==> src/rtl/ps2_host_rx.sv <==
module ps2_host_rx #(
  parameter int HALF_CYC    = 2000,
  parameter int INHIBIT_CYC = 5000,
  parameter int MAX_EXTRA   = 16
) (
  input  logic       clk,
  input  logic       rst_n,
  input  logic       ps2_clk_in,
  input  logic       ps2_data_in,
  output logic       ps2_clk_drive_low,
  output logic       ps2_data_drive_low,
  output logic       busy,
  output logic [7:0] rx_byte,
  output logic       rx_valid,
  output logic       parity_err,
  output logic       frame_err
);
  localparam int TW = $clog2(HALF_CYC + 1);
  localparam int IW = $clog2(INHIBIT_CYC + 1);
  localparam int XW = $clog2(MAX_EXTRA + 1);

  typedef enum logic [2:0] {S_IDLE, S_LOW, S_HIGH, S_ACK_LOW, S_ACK_HIGH} st_t;
  st_t st;

  logic [TW-1:0] tmr;
  logic [IW-1:0] inh;
  logic [XW-1:0] extra;
  logic [3:0]    bitn;
  logic [7:0]    sr;
  logic          par, framed;

  wire armed   = (inh == IW'(INHIBIT_CYC));
  wire tdone   = (tmr == '0);
  wire par_ok  = ^{sr, par};

  assign busy               = (st != S_IDLE);
  assign ps2_clk_drive_low  = (st == S_LOW) || (st == S_ACK_LOW);
  assign ps2_data_drive_low = (st == S_ACK_LOW) || (st == S_ACK_HIGH);
  assign rx_byte            = sr;

  always_ff @(posedge clk or negedge rst_n) begin
    if (!rst_n) begin
      st <= S_IDLE; tmr <= '0; inh <= '0; extra <= '0; bitn <= '0;
      sr <= '0; par <= 1'b0; framed <= 1'b0;
      rx_valid <= 1'b0; parity_err <= 1'b0; frame_err <= 1'b0;
    end else begin
      rx_valid <= 1'b0; parity_err <= 1'b0; frame_err <= 1'b0;
      if (!tdone) tmr <= tmr - 1'b1;
      case (st)
        S_IDLE: begin
          if (!ps2_clk_in) begin
            if (!armed) inh <= inh + 1'b1;
          end else begin
            inh <= '0;
            if (armed && !ps2_data_in) begin
              st <= S_LOW; tmr <= TW'(HALF_CYC - 1);
              bitn <= '0; extra <= '0; framed <= 1'b0;
            end
          end
        end
        S_LOW: if (tdone) begin
          st <= S_HIGH; tmr <= TW'(HALF_CYC - 1);
          if (bitn != 4'd11) bitn <= bitn + 1'b1;
        end
        S_HIGH: if (tdone) begin
          tmr <= TW'(HALF_CYC - 1);
          st  <= S_LOW;
          if (bitn <= 4'd8) sr <= {ps2_data_in, sr[7:1]};
          else if (bitn == 4'd9) par <= ps2_data_in;
          else if (ps2_data_in) st <= S_ACK_LOW;
          else if (bitn == 4'd10) framed <= 1'b1;
          else if (extra == XW'(MAX_EXTRA - 1)) begin
            st <= S_IDLE; frame_err <= 1'b1;
          end else extra <= extra + 1'b1;
        end
        S_ACK_LOW: if (tdone) begin
          st <= S_ACK_HIGH; tmr <= TW'(HALF_CYC - 1);
        end
        S_ACK_HIGH: if (tdone) begin
          st <= S_IDLE;
          frame_err  <= framed;
          parity_err <= !framed && !par_ok;
          rx_valid   <= !framed && par_ok;
        end
        default: st <= S_IDLE;
      endcase
    end
  end
endmodule


==> config.mk <==
export PLATFORM = sky130hd
export DESIGN_NAME = ps2_host_rx
export DESIGN_NICKNAME = d
export VERILOG_FILES = /design/src/rtl/ps2_host_rx.sv
export SDC_FILE = /design/constraint.sdc
export NUM_CORES = 1
export LEC_CHECK = 0
export ABC_AREA = 1
export BUFFER_PORTS_ARGS = -buffer_cell sky130_fd_sc_hd__buf_4
export CAP_MARGIN = 10
export CORE_MARGIN = 5
export CORE_UTILIZATION = 55
export DETAILED_ROUTE_END_ITERATION = 16
export GPL_ROUTABILITY_DRIVEN = 0
export MAX_ROUTING_LAYER = met4
export PLACE_DENSITY = 0.76
export SLEW_MARGIN = 20
export SYNTH_ARGS = -nofsm -noshare
export SYNTH_HDL_FRONTEND = slang
export SYNTH_SLANG_ARGS = --single-unit
==> constraint.sdc <==
create_clock -name clk -period 1.54 [get_ports clk]
set_input_delay 0.154 -clock clk [delete_from_list [all_inputs] [get_ports clk]]
set_output_delay 0.154 -clock clk [all_outputs]
set_load 0.1 [all_outputs]
Word level (Yosys, flattened, before mapping) --
Cells that the tools add are included. W data, S select, Z words.
Storage, ports and cells: memory bits (writable) 0, ROM bits 0, output and inout bits 14, flip-flop bits (word level) 49, logic and storage cells 115, latch bits 0, memories kept 0, bits of input ports 4
Operators by class: shifts and indexed selects 0, multipliers 0, $add $sub $neg 4, reductions and logical operators 22, equality and inequality tests 23, div/mod/pow operators 0, muxes and demuxes 53, $lt $le $gt $ge 1, bitwise gates (word level) 1
Operator list (number):
- $mux W11 | 4
- $mux W5 | 8
- $mux W13 | 2
- $ne A2 B2 Y1 const B | 13
- $pmux W11 S2 | 1
- $mux W1 | 20
- $mux W3 | 6
- $mux W4 | 4
- $pmux W3 S5 | 1
- $add A13 B1 Y13 const B | 1
- $eq A13 B13 Y1 const B | 1
- $logic_not A11 Y1 | 1
- $sub A11 B1 Y11 const B | 1
- $pmux W5 S2 | 1
- $reduce_and A9 Y1 | 1
- $reduce_xor A9 Y1 | 1
- $eq A4 B4 Y1 const B | 2
- $pmux W4 S2 | 1
- $reduce_and A8 Y1 | 1
- $eq A3 B2 Y1 const B | 2
- $mux W2 | 3
- $reduce_and A6 Y1 | 1
- $add A5 B1 Y5 const B | 1
- $eq A5 B4 Y1 const B | 1
- 19 further kinds | 26

Longest topological paths before layout --
depth after elaboration 8, mapped depth 12, depth with buffers taken out 12

Least setup slack after synthesis --
No wires, ideal clock.
path kind register to register, start register st[2], end register st[1], path slack -989 ps, cell stages (with the launch flop) 10, data arrival time 2463 ps, path buffers 0, period minus slack after synthesis 2529 ps, path through dfrtp_1 -> inv_2 -> nand2_1 -> inv_1 -> nand2_1 -> nand2_1 -> o21ai_1 -> nand3_1 -> nand2_1 -> nand2_1
Between the ends: word-level cells in the longest chain between the ends 3
Ends and longest elaborated chain:
- start: declaration | RTL line 23 | st_t st;
- start signal: assignment | RTL line 43 | st <= S_IDLE; tmr <= '0; inh <= '0; extra <= '0; bitn <= '0;
- start signal: assignment | RTL line 56 | st <= S_LOW; tmr <= TW'(HALF_CYC - 1);
- start signal: assignment | RTL line 62 | st <= S_HIGH; tmr <= TW'(HALF_CYC - 1);
- $eq A3 B3 Y1 (tied with other cells) | RTL line 49 | case (st)
- $ne A2 B2 Y1 (no line)
- $reduce_and A6 Y1 (no line)
Parallel ways exist; a longest one is shown, timed or not. A chain may end at the register's enable or synchronous reset.

Final worst setup path --
start register extra[0], end register frame_err
Between the ends: word-level cells in the longest chain between the ends 8
Ends and longest elaborated chain:
- start: declaration | RTL line 27 | logic [XW-1:0] extra;
- start signal: assignment | RTL line 74 | end else extra <= extra + 1'b1;
- $eq A5 B4 Y1 | RTL line 72 | else if (extra == XW'(MAX_EXTRA - 1)) begin
- $mux W1 | RTL line 72
- $mux W1 | RTL line 71 | else if (bitn == 4'd10) framed <= 1'b1;
- $mux W1 | RTL line 70 | else if (ps2_data_in) st <= S_ACK_LOW;
- $mux W1 | RTL line 69 | else if (bitn == 4'd9) par <= ps2_data_in;
- $mux W1 | RTL line 68 | if (bitn <= 4'd8) sr <= {ps2_data_in, sr[7:1]};
- $mux W1 | RTL line 65 | S_HIGH: if (tdone) begin
- $pmux W1 S2 | RTL line 49
- end signal: assignment | RTL line 81 | frame_err <= framed;
- end: declaration | RTL line 16 | output logic frame_err
Every way passes these cells.

==> summary.md <==
| Metric | Value |
|---|---|
| Status | `complete, but fails checks` |
| Failing checks | `setup timing` |
| CTS Buf Count | `5` |
| Largest family of logic cells by synthesized area | `simple AND/OR/NAND/NOR gates` |
| Final net count | `513` |
| Initial Util | `56.67%` |
| Cell with the most instances after synthesis | `nand2_1` |
| Leak Pwr | `roughly 2.1 nW` |
| Startpoint types | `flip-flop` |
| Vias per cell | `roughly 5.5` |
| Number of global-route vias before repair | `just under 3k` |
| Top cells by count, synth | `109 x nand2_1, 49 x dfrtp_1, 46 x nor2_1, 44 x inv_1, 30 x nand3_1` |
| Core region area | `around 5500 µm²` |
| Syn_nets | `424` |
| # rows | `27` |
| CTS tree | `done` |
| Final worst slack | `-0.1445 ns` |
| Post-Synthesis Cells | `409` |
| CP Data Required Time | `around 1.8 ns` |
| CP Capture Type | `flip-flop` |
| Worst-path fanout max | `2` |
| Post-synthesis async set-or-reset flop share | `100.0%` |
| Global-route wire length before repair | `12.90 mm` |
| Total track usage | `22.14%` |
| DR pass1 iterations | `5` |
| Initial antenna violation count | `0` |
| Fmax | `0.5937 GHz` |
| Peak supply drop | `about 0.38 mV` |
| Hold Path Cell Cnt | `4` |
| Global route overflow | `0` |
| Post-synthesis sequential area ratio | `about 40%` |
| Post-synth EDFFs | `0` |
| Hold EP | `inh[5]$_DFFE_PN0P_` |
| Die area | `7280 µm²` |
| Setup Skew | `0.01063 ns` |
| CTS sink cnt | `49` |
| Multi-input gate area | `just under 2000 µm²` |
| DP Wirelength | `approximately 5.4 mm` |
| Yosys reg bits | `49` |
| Starting DRC count in detailed routing | `207` |
| Max_cap viols | `0` |
| Synth top area cells | `dfrtp_1 39%, nand2_1 13%, nor2_1 5.5%, inv_1 5.3%, nand3_1 4.8%` |
| Worst Reg-to-Reg Cells | `10` |
| Skew-Pair Late Insertion Delay | `0.31 ns` |
| WP data arrival | `1.91 ns` |
| Detail Route Antenna Nets | `0` |
| Area leader, netlist | `dfrtp_1` |
| Relative slew slack | `between 50% and 60%` |
| Xor and xnor fraction of the mapped netlist area | `5.052%` |
| Setup slack, reg-to-reg | `-0.14 ns` |
| Main flop type after synthesis | `dfrtp_1` |
| Top-area cell type share of the netlist area | `39.29%` |
| Via count | `between 3k and 4k` |
| Layout Utilization | `79.98%` |
| Final min period | `1.684 ns` |
| Hold Vio Cnt, Final | `0` |
| Hold path startpoint | `ps2_clk_in` |
| Largest net degree at the start of global routing | `50` |
| Simple-Gate Fraction of Synth Area | `34.44%` |
| Hold slack final | `0.1745 ns` |
| Mux cell area share after synthesis | `0%` |
| Crit share post-route | `109.4%` |
| Adder-cell share of the synthesized area | `4.411%` |
| RSZ-0062 raised after global routing | `true` |
| Endpoints failing setup | `29` |
| Hold Crit Class | `input port to flip-flop` |
| Critical setup path kind | `flip-flop to flip-flop` |
| Reg2Reg Launch Point | `extra[0]$_DFFE_PN0P_` |
| Compound-Gate Fraction of Synth Area | `8.901%` |
| IO Port Bufs | `17` |
| Unique masters post-synth | `39` |
| CTS Root Cell | `clkbuf_8` |
| Number of fill cells | `349` |
| Mapped Area | `3120 µm²` |
| Residual DRC count | `0` |
| Max Buffers Root-to-Sink | `2` |
| Number of H-tree levels | `2` |
| Die X | `85.33 µm` |
| Power density over the cells | `533.4 nW/µm²` |
| Actual slew at the worst max-slew pin | `0.6433 ns` |
| Final WL | `~8.5 mm` |
| Register area | `1239 µm²` |
| Synth warnings | `0` |
| Area Growth Syn to Fin | `41.14%` |
| Worst-path clk slew | `0.10 ns` |
| Die Y | `85.33 µm` |
| N_diodes | `0` |
| FF-to-FF End | `frame_err$_DFF_PN0_` |
| Share of layout cells above drive strength 1 | `~40%` |
| I/O pins | `18` |
| Syn_area_per_cell | `7.630 µm²` |
| Slew Limit Fails | `0` |
| Routed len/inst | `between 10 and 15 µm` |
-- per-layer routing --
layer	GRT usage, %	part of all wire [%]	vias to the layer above
met5	-	0	-
met4	5.899	2.4	0
met3	3.592	5.6	23
met2	37.08	50	105
met1	27.77	42	1490
li1	-	-	1504
-- repair_timing --
action                                 CTS  global route
setup endpoints to repair               34            49
endpoints found under the hold margin   49             0
gates cloned                             1             2
gates resized for setup                 31            71
setup buffers                            5             9
pin swaps                               19            30
hold buffers                             1             0
-- cells by family after synthesis --
kind of cell	Yosys count
xor gates and xnor gates	18
and+or+nand+nor	229
adders and majority gates	11
AOI/OAI and AO/OA	45
buffers and inverters	57
DFF	49
-- where the power goes --
group          switching, mW  total [mW]  leakage (nW)  internal, mW
Combinational         0.0544      0.0723          1.47        0.0179
Clock                  0.454       0.982        0.0574         0.528
Sequential           0.00368        1.29         0.603          1.29
-- worst max-delay path by stage --
stage / start / end / slack [ns] / depth (start not counted)
after floorplan: st[2]$_DFFE_PN0P_ / st[1]$_DFFE_PN0P_ / -0.39 / 9
after global placement: extra[0]$_DFFE_PN0P_ / extra[2]$_DFFE_PN0P_ / -0.05 / 12
after detailed placement: extra[0]$_DFFE_PN0P_ / extra[4]$_DFFE_PN0P_ / -0.13 / 12
after CTS: extra[1]$_DFFE_PN0P_ / extra[4]$_DFFE_PN0P_ / -0.09 / 12
after global routing: extra[0]$_DFFE_PN0P_ / frame_err$_DFF_PN0_ / -0.25 / 10
final: extra[0]$_DFFE_PN0P_ / frame_err$_DFF_PN0_ / -0.14 / 10
-- critical path, stage by stage, from the launching register on --
cell and delay (ns):
dfrtp_1 0.36, ha_2 0.19, nand2_2 0.06, nor2_2 0.09, ha_2 0.20, nand2_1 0.06, nor2_1 0.09, nand2_1 0.07
nor2_2 0.12, nand2_1 0.10, a211oi_2 0.26
-- metrics by stage --
step                worst slack, ns  power [mW]  area (µm²)  setup TNS [ns]  cells
floorplan                   -0.3903       1.342        3177          -6.883    409
global placement           -0.05384       1.388        3764         -0.2853    545
detailed placement          -0.1296       1.389        3764          -1.045    545
CTS                        -0.09288       2.359        4054         -0.5472    560
global route                -0.2500       2.432        4404          -5.052    571
finish                      -0.1445       2.349        4404          -1.884    571
-- placed cells by master, fill, tap and decap left out, types with 12 or more instances in the layout --
master	count
nand2_2	15
inv_1	39
xor2_1	12
nand2_1	86
nand2_4	12
nand4_1	18
buf_4	67
dfrtp_1	39
nor2_1	35
nand3_1	28
o21ai_1	13
-- sequential cells by signal, indices dropped and copies added, names as in the netlist --
name / count
inh: 13
tmr: 11
rx_byte: 8
extra: 5
bitn: 4
st: 3
frame_err: 1
framed: 1
par: 1
parity_err: 1
rx_valid: 1
-- area by class of cell --
type	count	area share, %
Clock inverter	2	0.8523
Timing Repair Buffer	86	17.41
Tap cell	72	2.045
Clock buffer	6	1.875
Sequential cell	49	28.13
Multi-Input combinational cell	304	45.00
Inverter	52	4.688
Note: power is estimated with default switching activity, not from simulation.
